==> src/rtl/dbu_pkg.sv <==
package dbu_pkg;
   typedef enum logic {
      SQ_IDLE = 1'b0,
      SQ_COPY = 1'b1
   } seq_state_t;

   // control register bit positions (bus-visible)
   localparam int CTL_REQ_BIT  = 0;
   localparam int CTL_IE_BIT   = 1;
   localparam int CTL_DONE_BIT = 2;
   localparam int CLR_DONE_BIT = 0;
endpackage

==> src/rtl/dbu_stage_ram.sv <==
module dbu_stage_ram #(
   parameter int NWORDS = 16,
   parameter int WORD_W = 32,
   parameter int IDX_W  = 4
) (
   input  logic              clk,
   input  logic              rst_n,
   input  logic              wr_en_i,
   input  logic [IDX_W-1:0]  wr_idx_i,
   input  logic [WORD_W-1:0] wr_data_i,
   input  logic              lock_i,
   input  logic [IDX_W-1:0]  rd_idx_i,
   output logic [WORD_W-1:0] rd_data_o,
   input  logic [IDX_W-1:0]  cp_idx_i,
   output logic [WORD_W-1:0] cp_data_o
);
   logic [WORD_W-1:0] mem [NWORDS];

   for (genvar k = 0; k < NWORDS; k++) begin : g_word
      always_ff @(posedge clk or negedge rst_n) begin
         if (!rst_n)
            mem[k] <= '0;
         else if (wr_en_i && !lock_i && wr_idx_i == IDX_W'(k))
            mem[k] <= wr_data_i;
      end

      // a locked write leaves the word untouched
      a_r3_locked_write : assert property (@(posedge clk) disable iff (!rst_n)
         (wr_en_i && lock_i && wr_idx_i == IDX_W'(k)) |=> $stable(mem[k]));
   end

   assign rd_data_o = mem[rd_idx_i];
   assign cp_data_o = mem[cp_idx_i];
endmodule

==> src/rtl/dbu_copy_seq.sv <==
module dbu_copy_seq
   import dbu_pkg::*;
#(
   parameter int NWORDS = 16,
   parameter int WPC    = 2,
   parameter int IDX_W  = 4,
   parameter int DUTY_W = 3
) (
   input  logic              clk,
   input  logic              rst_n,
   input  logic              req_i,
   input  logic              sof_i,
   input  logic              en_i,
   input  logic [DUTY_W-1:0] duty_i,
   output logic              cp_we_o,
   output logic [IDX_W-1:0]  cp_idx_o,
   output logic              done_o
);
   seq_state_t       state_q;
   logic [IDX_W-1:0] idx_q;
   logic [31:0]      com_w;
   logic             last_w;
   logic             active_w;

   // common number of the current word: shift when words-per-common is 2^n
   if ((WPC & (WPC - 1)) == 0) begin : g_shift
      assign com_w = 32'(idx_q) >> $clog2(WPC);
   end else begin : g_div
      assign com_w = 32'(idx_q) / 32'(WPC);
   end

   assign last_w   = (idx_q == IDX_W'(NWORDS - 1));
   assign active_w = !en_i || (com_w <= 32'(duty_i));

   always_ff @(posedge clk or negedge rst_n) begin
      if (!rst_n) begin
         state_q <= SQ_IDLE;
         idx_q   <= '0;
      end else begin
         case (state_q)
            SQ_IDLE: begin
               if (req_i && sof_i && en_i) begin
                  state_q <= SQ_COPY;
                  idx_q   <= '0;
               end
            end
            SQ_COPY: begin
               if (last_w)
                  state_q <= SQ_IDLE;
               idx_q <= idx_q + 1'b1;
            end
            default: state_q <= SQ_IDLE;
         endcase
      end
   end

   assign cp_we_o  = (state_q == SQ_COPY) && active_w;
   assign cp_idx_o = idx_q;
   assign done_o   = (state_q == SQ_COPY) && last_w;

   // an admitted request begins the walk at word 0
   a_r5_start : assert property (@(posedge clk) disable iff (!rst_n)
      (state_q == SQ_IDLE && req_i && sof_i && en_i) |=>
         (state_q == SQ_COPY && idx_q == '0));

   // nothing starts while the display is off
   a_r6_hold_off : assert property (@(posedge clk) disable iff (!rst_n)
      (state_q == SQ_IDLE && !en_i) |=> (state_q == SQ_IDLE));
endmodule

==> src/rtl/dbu_disp_buf.sv <==
module dbu_disp_buf #(
   parameter int NWORDS = 16,
   parameter int WORD_W = 32,
   parameter int IDX_W  = 4
) (
   input  logic                     clk,
   input  logic                     rst_n,
   input  logic                     we_i,
   input  logic [IDX_W-1:0]         idx_i,
   input  logic [WORD_W-1:0]        data_i,
   output logic [NWORDS*WORD_W-1:0] words_o
);
   for (genvar k = 0; k < NWORDS; k++) begin : g_word
      logic [WORD_W-1:0] word_q;
      always_ff @(posedge clk or negedge rst_n) begin
         if (!rst_n)
            word_q <= '0;
         else if (we_i && idx_i == IDX_W'(k))
            word_q <= data_i;
      end
      assign words_o[k*WORD_W +: WORD_W] = word_q;
   end
endmodule

==> src/rtl/dbu_flag_ctl.sv <==
module dbu_flag_ctl
   import dbu_pkg::*;
#(
   parameter int WORD_W = 32
) (
   input  logic              clk,
   input  logic              rst_n,
   input  logic              ctl_wr_i,
   input  logic              clr_wr_i,
   input  logic [WORD_W-1:0] wdata_i,
   input  logic              done_pulse_i,
   output logic              req_o,
   output logic              done_o,
   output logic              ie_o,
   output logic              irq_o
);
   always_ff @(posedge clk or negedge rst_n) begin
      if (!rst_n) begin
         req_o  <= 1'b0;
         done_o <= 1'b0;
         ie_o   <= 1'b0;
      end else begin
         if (done_pulse_i)
            req_o <= 1'b0;
         else if (ctl_wr_i && wdata_i[CTL_REQ_BIT])
            req_o <= 1'b1;

         if (ctl_wr_i)
            ie_o <= wdata_i[CTL_IE_BIT];

         if (done_pulse_i)
            done_o <= 1'b1;
         else if (clr_wr_i && wdata_i[CLR_DONE_BIT])
            done_o <= 1'b0;
      end
   end

   assign irq_o = done_o & ie_o;

   // the pending flag survives until the copy finishes
   a_r5_req_held : assert property (@(posedge clk) disable iff (!rst_n)
      (req_o && !done_pulse_i) |=> req_o);

   // completion swaps the flags
   a_r5_done_set : assert property (@(posedge clk) disable iff (!rst_n)
      done_pulse_i |=> (done_o && !req_o));

   // done only falls through a clear write
   a_r9_done_clear : assert property (@(posedge clk) disable iff (!rst_n)
      (done_o && !(clr_wr_i && wdata_i[CLR_DONE_BIT])) |=> done_o);
endmodule

==> src/rtl/seglcd_dbuf_updater.sv <==
module seglcd_dbuf_updater
   import dbu_pkg::*;
#(
   parameter int NCOM   = 8,
   parameter int WPC    = 2,
   parameter int WORD_W = 32,
   parameter int ADDR_W = $clog2(NCOM * WPC) + 1,
   parameter int DUTY_W = $clog2(NCOM)
) (
   input  logic                          clk,
   input  logic                          rst_n,
   input  logic                          bus_wr,
   input  logic [ADDR_W-1:0]             bus_addr,
   input  logic [WORD_W-1:0]             bus_wdata,
   output logic [WORD_W-1:0]             bus_rdata,
   input  logic                          frame_sof,
   input  logic                          disp_en,
   input  logic [DUTY_W-1:0]             duty,
   output logic [NCOM*WPC*WORD_W-1:0]    disp_words,
   output logic                          upd_pending,
   output logic                          upd_done,
   output logic                          upd_irq
);
   localparam int NWORDS = NCOM * WPC;
   localparam int IDX_W  = $clog2(NWORDS);
   localparam logic [ADDR_W-1:0] CTL_ADDR = ADDR_W'(NWORDS);
   localparam logic [ADDR_W-1:0] CLR_ADDR = ADDR_W'(NWORDS + 1);

   if (NCOM < 2) begin : g_chk_ncom
      $error("NCOM must be at least 2");
   end
   if (WPC < 1) begin : g_chk_wpc
      $error("WPC must be at least 1");
   end
   if (WORD_W < 3) begin : g_chk_word
      $error("WORD_W too narrow for the control bits");
   end
   if ((NWORDS + 2) > (2 ** ADDR_W)) begin : g_chk_addr
      $error("ADDR_W cannot reach the control registers");
   end

   logic              ram_wr;
   logic              ctl_wr;
   logic              clr_wr;
   logic [WORD_W-1:0] ram_rd;
   logic [WORD_W-1:0] cp_data;
   logic              cp_we;
   logic [IDX_W-1:0]  cp_idx;
   logic              done_pulse;
   logic              ie;

   assign ram_wr = bus_wr && (bus_addr < CTL_ADDR);
   assign ctl_wr = bus_wr && (bus_addr == CTL_ADDR);
   assign clr_wr = bus_wr && (bus_addr == CLR_ADDR);

   dbu_stage_ram #(.NWORDS(NWORDS), .WORD_W(WORD_W), .IDX_W(IDX_W)) u_stage (
      .clk       (clk),
      .rst_n     (rst_n),
      .wr_en_i   (ram_wr),
      .wr_idx_i  (bus_addr[IDX_W-1:0]),
      .wr_data_i (bus_wdata),
      .lock_i    (upd_pending),
      .rd_idx_i  (bus_addr[IDX_W-1:0]),
      .rd_data_o (ram_rd),
      .cp_idx_i  (cp_idx),
      .cp_data_o (cp_data)
   );

   dbu_copy_seq #(.NWORDS(NWORDS), .WPC(WPC), .IDX_W(IDX_W), .DUTY_W(DUTY_W)) u_seq (
      .clk      (clk),
      .rst_n    (rst_n),
      .req_i    (upd_pending),
      .sof_i    (frame_sof),
      .en_i     (disp_en),
      .duty_i   (duty),
      .cp_we_o  (cp_we),
      .cp_idx_o (cp_idx),
      .done_o   (done_pulse)
   );

   dbu_disp_buf #(.NWORDS(NWORDS), .WORD_W(WORD_W), .IDX_W(IDX_W)) u_disp (
      .clk     (clk),
      .rst_n   (rst_n),
      .we_i    (cp_we),
      .idx_i   (cp_idx),
      .data_i  (cp_data),
      .words_o (disp_words)
   );

   dbu_flag_ctl #(.WORD_W(WORD_W)) u_flags (
      .clk          (clk),
      .rst_n        (rst_n),
      .ctl_wr_i     (ctl_wr),
      .clr_wr_i     (clr_wr),
      .wdata_i      (bus_wdata),
      .done_pulse_i (done_pulse),
      .req_o        (upd_pending),
      .done_o       (upd_done),
      .ie_o         (ie),
      .irq_o        (upd_irq)
   );

   always_comb begin
      bus_rdata = '0;
      if (bus_addr < CTL_ADDR) begin
         bus_rdata = ram_rd;
      end else if (bus_addr == CTL_ADDR) begin
         bus_rdata[CTL_REQ_BIT]  = upd_pending;
         bus_rdata[CTL_IE_BIT]   = ie;
         bus_rdata[CTL_DONE_BIT] = upd_done;
      end
   end

   // the interrupt never fires without a done flag behind it
   a_r10_irq_needs_done : assert property (@(posedge clk) disable iff (!rst_n)
      upd_irq |-> upd_done);
endmodule

==> config.mk <==
export PLATFORM = sky130hd
export DESIGN_NAME = seglcd_dbuf_updater
export DESIGN_NICKNAME = d
export VERILOG_FILES = /design/src/rtl/dbu_pkg.sv /design/src/rtl/dbu_stage_ram.sv /design/src/rtl/dbu_copy_seq.sv /design/src/rtl/dbu_disp_buf.sv /design/src/rtl/dbu_flag_ctl.sv /design/src/rtl/seglcd_dbuf_updater.sv
export SDC_FILE = /design/constraint.sdc
export NUM_CORES = 1
export LEC_CHECK = 0
export BUFFER_PORTS_ARGS = -buffer_cell sky130_fd_sc_hd__buf_2
export CAP_MARGIN = 30
export CORE_UTILIZATION = 58
export CTS_CLUSTER_DIAMETER = 30
export DETAILED_ROUTE_END_ITERATION = 16
export PLACE_DENSITY = 0.8
export SYNTH_ARGS = -nofsm -noshare
export SYNTH_HDL_FRONTEND = slang
export SYNTH_SLANG_ARGS = --single-unit
==> constraint.sdc <==
create_clock -name clk -period 3.9 [get_ports clk]
set_input_delay 0.78 -clock clk [delete_from_list [all_inputs] [get_ports clk]]
set_output_delay 0.78 -clock clk [all_outputs]
set_load 0.1 [all_outputs]
* After elaboration in Yosys (flattened, before gate mapping) *
Index checks and enable logic that the tools add are counted.

operators by class
  multiplexer cells = 18
  reductions and logical operators = 49
  bitwise operators = 4
  $lt $le $gt $ge = 4
  add/subtract/negate cells = 1
  equality and inequality tests = 33

operators with widths
  operator               number
  $bmux W32 S4           2
  $mux W32               4
  $eq A4 B4 Y1 const B   16
  $logic_and A1 B1 Y1    42
  $eq A4 B3 Y1 const B   8
  $mux W29               1
  $eq A4 B2 Y1 const B   4
  $eq A5 B5 Y1 const B   2
  $ge A5 B5 Y1 const B   2
  $not A4 Y5             2
  $eq A4 B1 Y1 const B   2
  $logic_not A4 Y1       2
  $pmux W4 S2            1
  $mux W1                6
  $mux W3                2
  $lt A5 B5 Y1 const B   1
  $add A4 B1 Y4 const B  1
  $mux W4                1
  $reduce_bool A2 Y1     2
  $le A3 B3 Y1           1
  $logic_not A1 Y1       2
  $ne A2 B1 Y1 const B   1
  $pmux W1 S2            1
  $and A1 B1 Y1          1
  other kinds (2)        2

storage, ports and cells
  word-level logic and storage cells = 146
  input bits = 45
  register bits = 1,032
  output and inout port bits = 547

* Logic depth before layout (Yosys ltp) *
  depth after elaboration = 5
  depth in mapped cells = 12
  depth with buffers taken out = 7

* Cells and area by module *
From an unflattened synthesis, not the netlist that was laid out.

unflattened totals
  cell total of the unflattened synthesis = 2,892
  area total of the unflattened synthesis = 46,871.2 um^2

modules (own cells, without submodules)
  module               times used  cells an instance  area each (um^2)  sequential area each (um^2)
  dbu_stage_ram        1           1,676              27,071.0          12,812.3
  dbu_disp_buf         1           1,134              19,090.8          12,812.3
  dbu_copy_seq         1           27                 312.8             125.1
  seglcd_dbuf_updater  1           46                 280.3             0.0
  dbu_flag_ctl         1           9                  116.4             75.1

* Worst setup path before layout *
OpenSTA, ideal clock, no wires.

  kind = input -> output
  start = input port bus_addr[1]
  end = output port bus_rdata[2]
  path slack = -0.893 ns
  stages = 6
  arrival = 4.013 ns
  data required time = 3.120 ns
  buffers on the path = 3
  cells stage by stage = buf_2 > clkbuf_1 > clkbuf_1 > mux4_2 > mux2i_1 > o21ai_0

on the way
  word-level cells in the longest chain between the ends = 5
  elaborated cells on any way between the ends = 8
  those cells by class = order compare (1); eq/ne (1); mux (5); bitwise (1)

ends and longest elaborated chain
  element                                      RTL line                    RTL
  start: declaration                           seglcd_dbuf_updater.sv:13   input logic [ADDR_W-1:0] bus_addr,
  $not A4 Y5 (not written as such)             dbu_stage_ram.sv:32         assign rd_data_o = mem[rd_idx_i];
  $bmux W32 S4                                 dbu_stage_ram.sv:32
  $mux W32 (not written as such) (2 in a row)  dbu_stage_ram.sv:32
  $mux W3 (*)                                  seglcd_dbuf_updater.sv:105  if (bus_addr < CTL_ADDR) begin
  end: declaration                             seglcd_dbuf_updater.sv:15   output logic [WORD_W-1:0] bus_rdata,

Mark *: on every way between the ends. The rest lies on a longest branch, timed or not. The select of a mux whose other input is x is not followed.

* Worst setup path in the final report *
  start = input port bus_addr[0]
  end = output port bus_rdata[23]

on the way
  word-level cells in the longest chain between the ends = 5
  elaborated cells on any way between the ends = 6
  those cells by class = order compare (1); mux (4); bitwise (1)

ends and longest elaborated chain
  element                                      RTL line
  $not A4 Y5 (not written as such)             dbu_stage_ram.sv:32
  $bmux W32 S4                                 dbu_stage_ram.sv:32
  $mux W32 (not written as such) (2 in a row)  dbu_stage_ram.sv:32
  $mux W29 (*)                                 seglcd_dbuf_updater.sv:105

Marked as above.

==> flow_metrics.env <==
export IMPL_drt_iter0_markers=2407
export IMPL_synth_fp_nets=3195
export IMPL_final_nets=3848
export IMPL_finalSetupViolations=0
export IMPL_ctsResizeCount=0
export IMPL_outcome="completed"
export IMPL_ys_ff_latch=1032
export IMPL_reg2reg_from="u_seq.cp_idx_o[3]"
export IMPL_skew_ns=0.0428
export IMPL_final_cell_mix="dfrtp_1 (1030), mux2_2 (1009), buf_2 (558)"
export IMPL_seq_area_sq_um=25800
export IMPL_cts_setup_buffers=0
export IMPL_yosysTopAreaCell="dfrtp_1"
export IMPL_synth_area_per_cell_sq_um=14.9
export IMPL_h_tree_depth=4
export IMPL_cp_end_kind="output port"
export IMPL_hpwlAfterDp_microns=86400
export IMPL_grt_usage=0.340
export IMPL_grt_pass1_wl_microns=211000
export IMPL_grt_start_max_net_pins=131
export IMPL_io_buffer_count=591
export IMPL_overflow=0
export IMPL_die_height_microns=286
export IMPL_ant_nets=0
export IMPL_rows=103
export IMPL_die_area_sq_um=81700
export IMPL_clk_pin_slew_ns=0.05
export IMPL_cts_hold_buffers_added=0
export IMPL_critPathMaxFanout=34
export IMPL_synth_cell_type_count=37
export IMPL_holdCritPathClass="in2async"
export IMPL_startpoint_type="primary input"
export IMPL_drive_gt1_frac=0.568
export IMPL_min_period_over_period=0.904
export IMPL_arrival_ns=2.75
export IMPL_area_delta_synth_final_pct=26.0
export IMPL_viasPerCell=6.32
export IMPL_n_fill_cell=4929
export IMPL_cap_violations=0
export IMPL_fp_dieW_microns=286
export IMPL_drt_drc_violations_left=0
export IMPL_fmax_ghz=0.284
export IMPL_rsz0062_at_grt="false"
export IMPL_syn_inst=3143
export IMPL_ys_seq_area_frac=0.553
export IMPL_cts_buffers=189
export IMPL_fin_area_sq_um=58900
export IMPL_place_congestion=0.844
export IMPL_required_ns=3.12
export IMPL_synth_area_top_cells="dfrtp_1 (55%), mux2_2 (24%), mux4_2 (6.1%)"
export IMPL_synth_top_area_share=0.553
export IMPL_layout_commonest_cell="dfrtp_1"
export IMPL_wire_per_inst_microns=27.6
export IMPL_tightest_slew_ns=0.948
export IMPL_hold_violations=0
export IMPL_r2r_end="u_disp.g_word[3].word_q[7]"
export IMPL_initial_core_util=0.589
export IMPL_vias=31700
export IMPL_antenna_found_initial=9
export IMPL_ys_warnings_count=0
export IMPL_cts_root_buf="clkbuf_16"
export IMPL_cts_tree="built"
export IMPL_ios=592
export IMPL_rrSetupSlack_ns=0.65
export IMPL_slew_violations=0
export IMPL_ff2ff_path_depth=7
export IMPL_cts_sinks=1032
export IMPL_insertion_delay_ns=0.77
export IMPL_wl_microns=138000
export IMPL_crit_type="in2out"
export IMPL_synth_area_sq_um=46700
export IMPL_multi_input_area_sq_um=20200
export IMPL_core_area_sq_um=79400
export IMPL_maxSlewHeadroom=0.368
export IMPL_firstDrtPassIters=5
export IMPL_fin_setup_tns_ns=0
export IMPL_ctsLongestPathBuffers=3
export IMPL_min_period_ns=3.53
export IMPL_first_global_vias=33600
export IMPL_post_dp_cell_area_sq_um=52000
[kinds of logic (layout without fill, tap and decap cells)]
kind of cell / Yosys count / count (layout) / synth area share
adders and majority gates: 7 / 7 / 0.00187
other: 0 / 5 / 0
muxes: 1416 / 1416 / 0.365
xor gates and xnor gates: 1 / 1 / 0.000187
buffers and inverters: 258 / 1068 / 0.0235
AOI/OAI and AO/OA: 233 / 233 / 0.0361
DFF: 1032 / 1032 / 0.553
and+or+nand+nor: 196 / 196 / 0.0210
[flip-flops by register name, summed over array words and instances (netlist names)]
register	cells
u_flags.ie_o	1
u_seq.cp_idx_o	4
u_seq.state_q	1
u_stage.mem	512
u_flags.req_o	1
u_flags.done_o	1
u_disp.g_word.word_q	512
[critical path, cell delays in order]
cell     delay, ns
buf_8         0.34
buf_4         0.28
mux4_2        0.51
a22oi_1       0.40
a31oi_2       0.17
buf_12        0.20
[synth_stat cells (all sizes together)]
cell type,n
xnor2,1
nand4,1
nor2,11
inv,5
or3b,2
ha,7
o21ai,7
a21oi,4
or4,4
nor4b,8
a21o,32
nor3,6
nand2,111
a31oi,31
nor2b,6
and2,2
nand3,35
dfrtp,1032
buf,146
clkbuf,107
a22oi,157
nor4,1
mux4,127
a22o,2
mux2i,262
nor3b,4
nand2b,1
mux2,1027
or2,1
and3,1
nand3b,2
[per-layer routing]
metal | vias up | wire, microns | track usage
li1 | 13100 | - | -
met5 | - | 22 | 0
met1 | 16800 | 55100 | 0.449
met2 | 1503 | 66200 | 0.539
met4 | 4 | 5260 | 0.142
met3 | 334 | 11600 | 0.0867
[through the flow]
step / setup WS [ns] / instances / hold WS (ns) / utilization
2_1_floorplan: -0.138 / 3143 / 0.475 / -
3_3_place_gp: 0.387 / 4655 / 0.470 / 0.655
3_5_place_dp: 0.330 / 4655 / 0.476 / 0.655
4_1_cts: 0.346 / 5003 / 0.0302 / 0.741
5_1_grt: 0.229 / 5006 / 0.0543 / 0.741
6_report: 0.375 / 5008 / 0.0415 / 0.742
[worst max-delay path by stage]
stage                      from                    endpoint  slack [ns]  cells past startpoint
finish              bus_addr[0]               bus_rdata[23]        0.37                      6
global placement    bus_addr[0]               bus_rdata[23]        0.39                      6
detailed placement      duty[1]  u_disp.g_word[3].word_q[7]        0.33                      9
floorplan           bus_addr[1]                bus_rdata[2]       -0.14                      6
CTS                 bus_addr[0]               bus_rdata[17]        0.35                      6
global route        bus_addr[0]               bus_rdata[17]        0.23                      6
[area by class of cell]
class,instances,share of cell area
Clock buffer,254,0.0912
Clock inverter,94,0.0248
Multi-Input combinational cell,1853,0.343
Tap cell,1050,0.0223
Sequential cell,1032,0.439
Antenna cell,5,0.000213
Inverter,5,0.000319
Timing Repair Buffer,715,0.0790
Power is not shown: default switching activity piles up to over one toggle a cycle in this logic, so the estimate is an artifact.
